==> src/rtl/conclk_pkg.sv <==
package conclk_pkg;

    localparam int WORD_W  = 16;
    localparam int CHAR_W  = 8;
    localparam int TX_BITS = 7;

    localparam logic [7:0] PAGE_TAG = 8'hFF;

    // status bit positions (software decodes these)
    localparam int FLAG_BIT  = 7;
    localparam int IE_BIT    = 6;
    localparam int MAINT_BIT = 2;
    localparam int BUSY_BIT  = 1;
    localparam int RDR_BIT   = 0;

    localparam logic [7:0] OFS_CLK  = 8'o146;
    localparam logic [7:0] OFS_RXS  = 8'o160;
    localparam logic [7:0] OFS_RXB  = 8'o162;
    localparam logic [7:0] OFS_TXS  = 8'o164;
    localparam logic [7:0] OFS_TXB  = 8'o166;
    localparam logic [7:0] OFS_SWL  = 8'o170;
    localparam logic [7:0] OFS_SWH  = 8'o171;

    typedef enum logic [2:0] {
        SEL_NONE,
        SEL_CLK,
        SEL_RXS,
        SEL_RXB,
        SEL_TXS,
        SEL_TXB,
        SEL_SW,
        SEL_NULL
    } sel_e;

    typedef struct packed {
        logic clk_wr;
        logic rxs_wr;
        logic rxb_rd;
        logic txs_wr;
        logic txb_wr;
    } strobe_t;

    function automatic sel_e decode_addr(input logic [WORD_W-1:0] a);
        sel_e s;
        s = SEL_NONE;
        if (a[15:8] == PAGE_TAG) begin
            case (a[7:0])
                OFS_CLK:          s = SEL_CLK;
                OFS_RXS:          s = SEL_RXS;
                OFS_RXB:          s = SEL_RXB;
                OFS_TXS:          s = SEL_TXS;
                OFS_TXB:          s = SEL_TXB;
                OFS_SWL, OFS_SWH: s = SEL_SW;
                8'o147, 8'o161, 8'o163, 8'o165, 8'o167: s = SEL_NULL;
                default:          s = SEL_NONE;
            endcase
        end
        return s;
    endfunction

    function automatic logic [WORD_W-1:0] status_word(input logic flag, input logic ie,
                                                      input logic [5:0] low);
        return {8'h00, flag, ie, low};
    endfunction

endpackage

==> src/rtl/conclk_rx_unit.sv <==
module conclk_rx_unit
    import conclk_pkg::*;
(
    input  logic              clk,
    input  logic              rst,
    input  logic              wr_stat,
    input  logic              rd_char,
    input  logic              ack,
    input  logic [CHAR_W-1:0] wdata_lo,
    input  logic              in_valid,
    input  logic [CHAR_W-1:0] in_data,
    input  logic              busy_in,
    output logic [WORD_W-1:0] stat,
    output logic [WORD_W-1:0] char_word,
    output logic              irq
);

    typedef struct packed {
        logic [CHAR_W-1:0] data;
        logic              avail;
        logic              flag;
        logic              ie;
        logic              rdr_en;
    } rx_state_t;

    rx_state_t q, d;

    always_comb begin
        d = q;
        if (wr_stat) begin
            if (!q.ie && wdata_lo[IE_BIT] && q.avail)
                d.flag = 1'b1;
            d.ie     = wdata_lo[IE_BIT];
            d.rdr_en = wdata_lo[RDR_BIT];
        end
        if (ack)
            d.flag = 1'b0;
        if (rd_char) begin
            d.data  = '0;
            d.avail = 1'b0;
            d.flag  = 1'b0;
        end
        if (in_valid) begin
            d.data   = in_data;
            d.avail  = 1'b1;
            d.flag   = 1'b1;
            d.rdr_en = 1'b0;
        end
    end

    always_ff @(posedge clk) begin
        if (rst) q <= '0;
        else     q <= d;
    end

    assign stat      = status_word(q.flag, q.ie, {4'b0000, busy_in, q.rdr_en});
    assign char_word = {{(WORD_W-CHAR_W){1'b0}}, q.data};
    assign irq       = q.flag & q.ie;


    rx_load_chk: assert property (@(posedge clk) disable iff (rst)
        in_valid |=> (q.avail && q.flag && !q.rdr_en && q.data == $past(in_data)));


    rx_drain_chk: assert property (@(posedge clk) disable iff (rst)
        (rd_char && !in_valid) |=> (!q.avail && !q.flag && q.data == '0));


    rx_arm_chk: assert property (@(posedge clk) disable iff (rst)
        (wr_stat && !q.ie && wdata_lo[IE_BIT] && q.avail && !ack && !rd_char) |=> irq);

endmodule

==> src/rtl/conclk_tx_unit.sv <==
module conclk_tx_unit
    import conclk_pkg::*;
(
    input  logic               clk,
    input  logic               rst,
    input  logic               wr_stat,
    input  logic               wr_char,
    input  logic               ack,
    input  logic [TX_BITS-1:0] wdata_lo,
    input  logic               out_ready,
    output logic               out_valid,
    output logic [TX_BITS-1:0] out_data,
    output logic [WORD_W-1:0]  stat,
    output logic               irq
);

    typedef struct packed {
        logic [TX_BITS-1:0] data;
        logic               ready;
        logic               flag;
        logic               ie;
        logic               maint;
    } tx_state_t;

    localparam tx_state_t TX_RESET = '{data: '0, ready: 1'b1, flag: 1'b1, ie: 1'b0, maint: 1'b0};

    tx_state_t q, d;

    always_comb begin
        d = q;
        if (!q.ready && out_ready) begin
            d.ready = 1'b1;
            d.flag  = 1'b1;
        end
        if (wr_stat) begin
            if (!q.ie && wdata_lo[IE_BIT] && q.ready)
                d.flag = 1'b1;
            d.ie    = wdata_lo[IE_BIT];
            d.maint = wdata_lo[MAINT_BIT];
        end
        if (ack)
            d.flag = 1'b0;
        if (wr_char) begin
            d.data  = wdata_lo;
            d.ready = 1'b0;
            d.flag  = 1'b0;
        end
    end

    always_ff @(posedge clk) begin
        if (rst) q <= TX_RESET;
        else     q <= d;
    end

    assign out_valid = !q.ready;
    assign out_data  = q.data;
    assign stat      = status_word(q.flag, q.ie, {3'b000, q.maint, 2'b00});
    assign irq       = q.flag & q.ie;


    tx_load_chk: assert property (@(posedge clk) disable iff (rst)
        wr_char |=> (out_valid && !q.flag && out_data == $past(wdata_lo)));


    tx_done_chk: assert property (@(posedge clk) disable iff (rst)
        (out_valid && out_ready && !wr_char && !ack) |=> (!out_valid && q.flag));


    tx_hold_chk: assert property (@(posedge clk) disable iff (rst)
        (out_valid && !out_ready && !wr_char) |=> (out_valid && $stable(out_data)));

endmodule

==> src/rtl/conclk_tick_unit.sv <==
module conclk_tick_unit
    import conclk_pkg::*;
#(
    parameter int TICK_DIV = 2083333
) (
    input  logic              clk,
    input  logic              rst,
    input  logic              wr_stat,
    input  logic              ack,
    input  logic [1:0]        wctl,      // {flag bit, enable bit} of the write
    output logic [WORD_W-1:0] stat,
    output logic              irq
);

    localparam int CNT_W = (TICK_DIV > 1) ? $clog2(TICK_DIV) : 1;
    localparam logic [CNT_W-1:0] CNT_LAST = CNT_W'(TICK_DIV - 1);

    typedef struct packed {
        logic tick_flag;
        logic req;
        logic ie;
    } clk_state_t;

    logic [CNT_W-1:0] cnt;
    logic             tick;
    clk_state_t       q, d;

    assign tick = (cnt == CNT_LAST);

    always_ff @(posedge clk) begin
        if (rst || tick) cnt <= '0;
        else             cnt <= cnt + 1'b1;
    end

    always_comb begin
        d = q;
        if (wr_stat) begin
            d.ie = wctl[0];
            if (!wctl[1]) begin
                d.tick_flag = 1'b0;
                d.req       = 1'b0;
            end
        end
        if (ack)
            d.req = 1'b0;
        if (tick) begin
            d.tick_flag = 1'b1;
            d.req       = 1'b1;
        end
    end

    always_ff @(posedge clk) begin
        if (rst) q <= '0;
        else     q <= d;
    end

    assign stat = status_word(q.tick_flag, q.ie, 6'b000000);
    assign irq  = q.req & q.ie;


    clk_clear_chk: assert property (@(posedge clk) disable iff (rst)
        (wr_stat && !wctl[1] && !tick) |=> !stat[FLAG_BIT]);


    clk_keep_chk: assert property (@(posedge clk) disable iff (rst)
        (stat[FLAG_BIT] && !(wr_stat && !wctl[1])) |=> stat[FLAG_BIT]);


    clk_ack_chk: assert property (@(posedge clk) disable iff (rst)
        (ack && !tick) |=> !irq);

endmodule

==> src/rtl/conclk_regfile.sv <==
module conclk_regfile
    import conclk_pkg::*;
#(
    parameter int TICK_DIV = 2083333
) (
    input  logic               clk,
    input  logic               rst,
    input  logic               req_valid,
    input  logic               req_write,
    input  logic [WORD_W-1:0]  req_addr,
    input  logic [WORD_W-1:0]  req_wdata,
    output logic               rsp_valid,
    output logic [WORD_W-1:0]  rsp_rdata,
    input  logic [WORD_W-1:0]  sw_in,
    input  logic               rx_valid,
    input  logic [CHAR_W-1:0]  rx_data,
    input  logic               rx_busy,
    output logic               tx_valid,
    output logic [TX_BITS-1:0] tx_data,
    input  logic               tx_ready,
    input  logic [2:0]         irq_ack,
    output logic               irq_rx,
    output logic               irq_tx,
    output logic               irq_clk
);

    sel_e              sel;
    logic              hit;
    strobe_t           stb;
    logic [WORD_W-1:0] rx_stat, rx_word, tx_stat, clk_stat, rd_mux;

    assign sel = decode_addr(req_addr);
    assign hit = req_valid && (sel != SEL_NONE);

    always_comb begin
        stb        = '0;
        stb.clk_wr = hit &&  req_write && (sel == SEL_CLK);
        stb.rxs_wr = hit &&  req_write && (sel == SEL_RXS);
        stb.rxb_rd = hit && !req_write && (sel == SEL_RXB);
        stb.txs_wr = hit &&  req_write && (sel == SEL_TXS);
        stb.txb_wr = hit &&  req_write && (sel == SEL_TXB);
    end

    conclk_rx_unit u_rx (
        .clk       (clk),
        .rst       (rst),
        .wr_stat   (stb.rxs_wr),
        .rd_char   (stb.rxb_rd),
        .ack       (irq_ack[0]),
        .wdata_lo  (req_wdata[CHAR_W-1:0]),
        .in_valid  (rx_valid),
        .in_data   (rx_data),
        .busy_in   (rx_busy),
        .stat      (rx_stat),
        .char_word (rx_word),
        .irq       (irq_rx)
    );

    conclk_tx_unit u_tx (
        .clk       (clk),
        .rst       (rst),
        .wr_stat   (stb.txs_wr),
        .wr_char   (stb.txb_wr),
        .ack       (irq_ack[1]),
        .wdata_lo  (req_wdata[TX_BITS-1:0]),
        .out_ready (tx_ready),
        .out_valid (tx_valid),
        .out_data  (tx_data),
        .stat      (tx_stat),
        .irq       (irq_tx)
    );

    conclk_tick_unit #(.TICK_DIV(TICK_DIV)) u_tick (
        .clk     (clk),
        .rst     (rst),
        .wr_stat (stb.clk_wr),
        .ack     (irq_ack[2]),
        .wctl    ({req_wdata[FLAG_BIT], req_wdata[IE_BIT]}),
        .stat    (clk_stat),
        .irq     (irq_clk)
    );

    always_comb begin
        case (sel)
            SEL_CLK: rd_mux = clk_stat;
            SEL_RXS: rd_mux = rx_stat;
            SEL_RXB: rd_mux = rx_word;
            SEL_TXS: rd_mux = tx_stat;
            SEL_SW:  rd_mux = sw_in;
            default: rd_mux = '0;
        endcase
    end

    always_ff @(posedge clk) begin
        if (rst) begin
            rsp_valid <= 1'b0;
            rsp_rdata <= '0;
        end else begin
            rsp_valid <= hit;
            rsp_rdata <= (hit && !req_write) ? rd_mux : '0;
        end
    end


    rsp_follow_chk: assert property (@(posedge clk) disable iff (rst)
        rsp_valid |-> $past(req_valid));


    rsp_miss_chk: assert property (@(posedge clk) disable iff (rst)
        (req_valid && decode_addr(req_addr) == SEL_NONE) |=> !rsp_valid);


    txb_zero_chk: assert property (@(posedge clk) disable iff (rst)
        (req_valid && !req_write && decode_addr(req_addr) == SEL_TXB) |=> rsp_rdata == '0);

endmodule

==> config.mk <==
export PLATFORM = sky130hd
export DESIGN_NAME = conclk_regfile
export DESIGN_NICKNAME = d
export VERILOG_FILES = /design/src/rtl/conclk_pkg.sv /design/src/rtl/conclk_rx_unit.sv /design/src/rtl/conclk_tx_unit.sv /design/src/rtl/conclk_tick_unit.sv /design/src/rtl/conclk_regfile.sv
export SDC_FILE = /design/constraint.sdc
export NUM_CORES = 1
export LEC_CHECK = 0
export ABC_CLOCK_PERIOD_IN_PS = 2600
export BUFFER_PORTS_ARGS = -buffer_cell sky130_fd_sc_hd__buf_2
export CAP_MARGIN = 10
export CORE_MARGIN = 3
export CORE_UTILIZATION = 51
export CTS_BUF_LIST = sky130_fd_sc_hd__clkbuf_2 sky130_fd_sc_hd__clkbuf_4 sky130_fd_sc_hd__clkbuf_8
export CTS_CLUSTER_DIAMETER = 80
export DETAILED_ROUTE_END_ITERATION = 16
export PLACE_DENSITY = 0.79
export RECOVER_POWER = 100
export REMOVE_ABC_BUFFERS = 1
export SYNTH_ARGS = -nofsm -noshare
export SYNTH_HDL_FRONTEND = slang
export SYNTH_HIERARCHICAL = 1
export SYNTH_SLANG_ARGS = --single-unit
==> constraint.sdc <==
create_clock -name clk -period 2.6 [get_ports clk]
set_input_delay 0.52 -clock clk [delete_from_list [all_inputs] [get_ports clk]]
set_output_delay 0.52 -clock clk [all_outputs]
set_load 0.05 [all_outputs]
==> flow_summary.yaml, run 1 <==
timing:
  finalSetupViolCount: 0
  drv_slew: 0
  finalHoldViolCount: 0
  timing_worst_slew_pin_value_ns: 0.760
  fin_crit_sh_pct: 86.3
  fin_crit_ns: 2.24
  fin_skew_ns: 0.00680
  slew_headroom_pct: 49.3
  fmax_mhz: 445
  rsz0062_at_grt: "false"
cells_and_area:
  n_antenna_cell: 0
  drive_gt1_share_pct: 22.2
  final_core_util_pct: 57.5
  final_common_cell: "dfxtp_1"
  stdcell_count: 629
  area_delta_synth_final_pct: 6.96
  mostFrequentLayoutCells: "dfxtp_1 (64), buf_2 (56), conb_1 (47)"
  nNetsFinal: 590
clock_network:
  clk_pin_slew_ns: 0.08
  cts-buffers-inserted: 9
  cts_resized: 0
  cts_max_path_buffers: 2
  ctsHoldBuffers: 0
  cts_tree: "done"
  clock-sinks: 64
  htreeDepth: 3
  clk_latency_ns: 0.34
  ctsRootBufferMaster: "clkbuf_8"
  cts_setup_buffers: 0
detailed_routing:
  drt_first_pass_iters: 5
  vias_per_cell: 5.60
  drcViolationCount: 0
  drt-initial-drc-count: 231
  wl_per_cell_um: 15.4
  detail-route-antenna-nets: 0
  wl_um: 9680
  vias: 3521
logic_synthesis:
  synthCells: 463
  syn_area_um2: 4260
  yosysTopAreaCell: "dfxtp_1"
  synth_top_area_share_pct: 30.1
  synth.top_cells.by_area: "dfxtp_1 (30%), buf_4 (13%), a32o_1 (3.8%)"
  ys_ff_latch: 64
  ys_seq_area_share_pct: 30.1
  yosys_warnings: 6
  synth.avg_cell_area_um2: 9.20
  synth_cell_type_count: 66
  synthArstFlopShare_pct: 0
  synth_edf_count: 0
  synthFlopType: "dfxtp_1"
floorplanning:
  coreArea_um2: 7930
  die_h_um: 97.4
  die_area_um2: 9480
  start_util_pct: 53.7
  die_w_um: 97.4
  num_io_pins: 94
  rows: 32
power:
  vdd_drop_max_mv: 0.274
  power_leakage_nw: 1.67
  powerDensity_nw_per_um2: 481
critical_path:
  startpoint_type: "input pin"
  cp_common_cell: "nor2_1"
  crit_fanout: 9
  cp-startpoint: "req_addr[11]"
  regToRegSetupSlack_ns: 0.43
  worstSetupEndpointType: "flop"
  crit_chain: "buf_2, nand4_1, nor4_4, nand3_1, nor2_1, clkbuf_1, mux2i_1, nor2_1"
  crit_buf_inv: 2
  cp.arrival_ns: 2.47
  r2r-start: "u_tick/cnt[2]$_SDFF_PP0_"
  reg2regPathDepth: 4
  cp.depth: 8
  r2r-end: "u_tick/cnt[19]$_SDFF_PP0_"
  crit_required_ns: 2.83
  critical_path.top_delay_family: "simple AND/OR/NAND/NOR gates"
  max_stage_delay_ns: 0.51
  cpMaxStageDelayCell: "clkbuf_1"
  criticalPathCategory: "input pin to flop"
  endpoint: "u_tx/out_data[5]$_SDFFE_PP0P_"
hold_path:
  min_path_type: "input pin to flop"
placed_design:
  io_buffer_count: 85
  routabilityCongestion: 0.864
  dp_cells: 613
  hpwl_um: 6800
run_status:
  status: "finished clean"
global_route:
  gr-usage-all-layers_pct: 20.5
  grt_pass1_vias: 3406
  grt_max_degree: 24
  antenna_found_initial: 0
  globalRouteOverflowTotal: 0
  grt_pass1_wl_um: 16300
flow_run:
  cap_violations: 0
-- final cells by class --
type | instances | area (µm²)
repair buffers | 105 | 524
well taps | 102 | 128
clock buffers | 9 | 124
clock inverters | 7 | 103
inverters | 8 | 30.0
fillers | 728 | 3370
flip-flops and latches | 64 | 1280
multi-input cells | 334 | 2370
-- through the flow --
step           instance area [µm²]  setup slack [ns]  power, W  setup TNS [ns]  hold WS [ns]
2_1_floorplan                 3720            -0.285   0.00113           -3.61         0.431
3_3_place_gp                  4430             0.248   0.00123               0         0.452
3_5_place_dp                  4430             0.199   0.00124               0         0.481
4_1_cts                       4650             0.551   0.00222               0         0.392
5_1_grt                       4560             0.180   0.00228               0         0.408
6_report                      4560             0.355   0.00219               0         0.410
-- kinds of logic after synthesis --
logic type / synth area share (%)
DFF: 30.1
adders and majority gates: 0.587
buffers and inverters: 17.3
other: 0.264
muxes: 3.06
AOI/OAI and AO/OA: 24.0
and+or+nand+nor: 21.8
xor gates and xnor gates: 2.88
-- worst min-delay path by stage --
stage / from / endpoint / slack, ns / depth (start not counted)
after floorplan: u_tick/stat[7]$_SDFFE_PP0P_ / u_tick/stat[7]$_SDFFE_PP0P_ / 0.43 / 2
after global placement: u_tick/cnt[0]$_SDFF_PP0_ / u_tick/cnt[0]$_SDFF_PP0_ / 0.45 / 1
after detailed placement: u_tx/out_data[0]$_SDFFE_PP0P_ / u_tx/out_data[0]$_SDFFE_PP0P_ / 0.48 / 2
after CTS: req_wdata[3] / u_tx/out_data[3]$_SDFFE_PP0P_ / 0.39 / 3
after global routing: req_wdata[3] / u_tx/out_data[3]$_SDFFE_PP0P_ / 0.41 / 3
final: req_wdata[4] / u_tx/out_data[4]$_SDFFE_PP0P_ / 0.41 / 3
-- worst register-to-register path, cell delays in order, from the launching register on --
cell     delay [ns]
dfxtp_1        0.52
nand3_1        0.36
nor4_1         0.61
or3b_1         0.41
a31oi_1        0.20
-- layer usage --
metal,GRT usage [%],wire length (µm)
met1,27.6,4450
met2,32.5,4470
met3,4.45,682
met4,7.24,72
met5,0,0
-- cell usage after synthesis (2+ instances only) --
cell type	instances
o21bai_1	3
nor2_1	35
conb_1	3
or3_1	2
nor4_2	2
xor2_1	6
o211ai_2	9
nand4b_1	2
o21ai_0	3
or2_2	2
or3b_1	9
o31a_1	16
inv_1	7
buf_6	5
buf_4	75
and3_1	2
mux2i_1	13
nand2b_1	3
a21oi_1	15
nor4b_1	4
nand4_2	2
a21o_1	2
o211ai_1	7
nand4_1	7
a211oi_1	7
and4_1	17
nor3_2	2
dfxtp_1	64
nand3b_1	2
and2_1	4
a211oi_2	9
a32o_1	16
ha_1	2
xnor2_1	8
a32oi_1	16
nand3_1	12
nand2_1	16
a31oi_1	3
clkbuf_1	13
nor3_1	4
nor4_1	3
buf_2	7
-- sequential cells by signal (all words and copies together) (netlist names), 2 cells and up --
signal          count
u_tx/out_data       7
u_tick/stat         2
u_rx/stat           3
u_tick/cnt         21
rsp_rdata          16
u_rx/char_word      8
u_tx/stat           3
-- where the power goes --
part | switching, W | internal (W)
logic | 0.000127 | 0.0000864
clock network | 0.000421 | 0.000549
registers | 0.0000140 | 0.000995
total | 0.000563 | 0.00163
Note: power is estimated with default switching activity, not from simulation.
==> run 2: changes to the inputs <==
- PLACE_DENSITY: 0.79 -> 0.87
==> flow_summary.yaml, run 2 (synthesized netlist as in run 1, its figures left out) <==
cells_and_area:
  regMostFlops: "u_tick/cnt"
  nNetsFinal: 589
  area_delta_synth_final_pct: 6.43
  nFillCells: 718
  final_core_util_pct: 57.2
  drive_gt1_share_pct: 22.3
  n_antenna_cell: 0
  final_common_cell: "dfxtp_1"
  largest_reg_flops: 21
  mostFrequentLayoutCells: "dfxtp_1 (64), buf_2 (56), conb_1 (47)"
critical_path:
  criticalPathCategory: "input pin to flop"
  max_stage_delay_ns: 0.57
  cp.arrival_ns: 2.46
  crit_chain: "clkbuf_1, nand3b_1, buf_4, nor3_1, clkbuf_1, a32oi_1, a211oi_2"
  worstSetupEndpointType: "flop"
  crit_required_ns: 2.85
  crit_fanout: 19
  cp_common_cell: "clkbuf_1"
  cpMaxStageDelayCell: "clkbuf_1"
  startpoint_type: "input pin"
placed_design:
  routabilityCongestion: 0.910
  io_buffer_count: 85
  place_ws_ns: 0.233
  hpwl_um: 7290
clock_network:
  clk_pin_slew_ns: 0.07
  cts_tree: "done"
  clk_latency_ns: 0.35
  clock-sinks: 64
  ctsRootBufferMaster: "clkbuf_8"
  cts_max_path_buffers: 2
  cts_resized: 0
  htreeDepth: 3
  cts-buffers-inserted: 9
  cts_setup_buffers: 0
  ctsHoldBuffers: 0
timing:
  fin_crit_sh_pct: 84.8
  fin_crit_ns: 2.21
  finalHoldViolCount: 0
  drv_slew: 0
  rsz0062_at_grt: "false"
  finalSetupViolCount: 0
  timing.final.ws_setup_ns: 0.394
  hold_slack_ns: 0.409
  finalSetupTns_ns: 0
  timing_worst_slew_pin_value_ns: 0.748
  fin_skew_ns: 0.00769
  slew_headroom_pct: 50.1
  fmax_mhz: 453
floorplanning:
  start_util_pct: 53.7
  num_io_pins: 94
  rows: 32
  die_h_um: 97.4
  die_area_um2: 9480
  die_w_um: 97.4
  coreArea_um2: 7930
hold_path:
  min_path_type: "input pin to flop"
detailed_routing:
  wl_per_cell_um: 16.2
  drcViolationCount: 0
  drt-initial-drc-count: 262
  detail-route-antenna-nets: 0
  vias: 3617
  vias_per_cell: 5.77
  drt_first_pass_iters: 6
  wl_um: 10200
global_route:
  grt_pass1_wl_um: 16800
  grt_pass1_vias: 3522
  antenna_found_initial: 0
  globalRouteOverflowTotal: 0
  gr-usage-all-layers_pct: 21.3
  grt_max_degree: 32
power:
  vdd_drop_max_mv: 0.262
  power_leakage_nw: 1.65
  powerDensity_nw_per_um2: 473
  finalPower_w: 0.00214
run_status:
  status: "finished clean"
flow_run:
  cap_violations: 0
-- run 2: changes by cell type in the layout (fill, tap and decap cells not counted), sizes merged --
cell / previous run / this run
inv: 9 / 7
clkbuf: 42 / 40
buf: 72 / 73
clkinvlp: 1 / 2
-- run 2: report_power, final --
| group | switching, W | internal (W) | leakage (nW) |
|---|---|---|---|
| registers | 0.0000133 | 0.000996 | 0.519 |
| logic | 0.000129 | 0.0000861 | 1.03 |
| clock network | 0.000388 | 0.000530 | 0.101 |
-- run 2: worst max-delay path: cells and delay by family --
family | cells | cell delay (ns)
compound gates | 2 | 0.49
simple gates | 2 | 0.54
buf+inv | 3 | 0.91
-- run 2: final cells by class --
type                       instances  area (µm²)  area share, %
multi-input combinational        334        2360           52.1
clock inverter                     6        85.1           1.88
tap                              102         128           2.82
sequential                        64        1280           28.3
timing repair buffer             104         524           11.6
inverter                           8        30.0          0.662
clock buffer                       9         124           2.73
-- run 2: stage by stage --
stage / cell area [µm²] / cells
3_5_place_dp: 4420 / 612
2_1_floorplan: 3720 / 406
4_1_cts: 4630 / 627
6_report: 4530 / 627
3_3_place_gp: 4420 / 612
5_1_grt: 4530 / 627
-- run 2: worst paths after layout --
| path | slack, ns | start | to | cells after the start |
|---|---|---|---|---|
| worst min-delay path | 0.41 | req_wdata[1] | u_tx/out_data[1]$_SDFFE_PP0P_ | 3 |
| worst min register to register | 0.49 | u_tick/cnt[0]$_SDFF_PP0_ | u_tick/cnt[0]$_SDFF_PP0_ | 1 |
| worst max register to register | 0.45 | u_tick/cnt[2]$_SDFF_PP0_ | u_tick/cnt[19]$_SDFF_PP0_ | 4 |
| worst max-delay path | 0.39 | req_addr[7] | rsp_rdata[4]$_SDFF_PP0_ | 7 |
-- run 2: per-layer routing --
metal  track usage (%)  wire (µm)  vias up
li1                  -          -     1737
met1              25.8       4310     1700
met2              35.3       4830      153
met3              5.96        757       27
met4              8.84        254        0
met5                 0          0        -
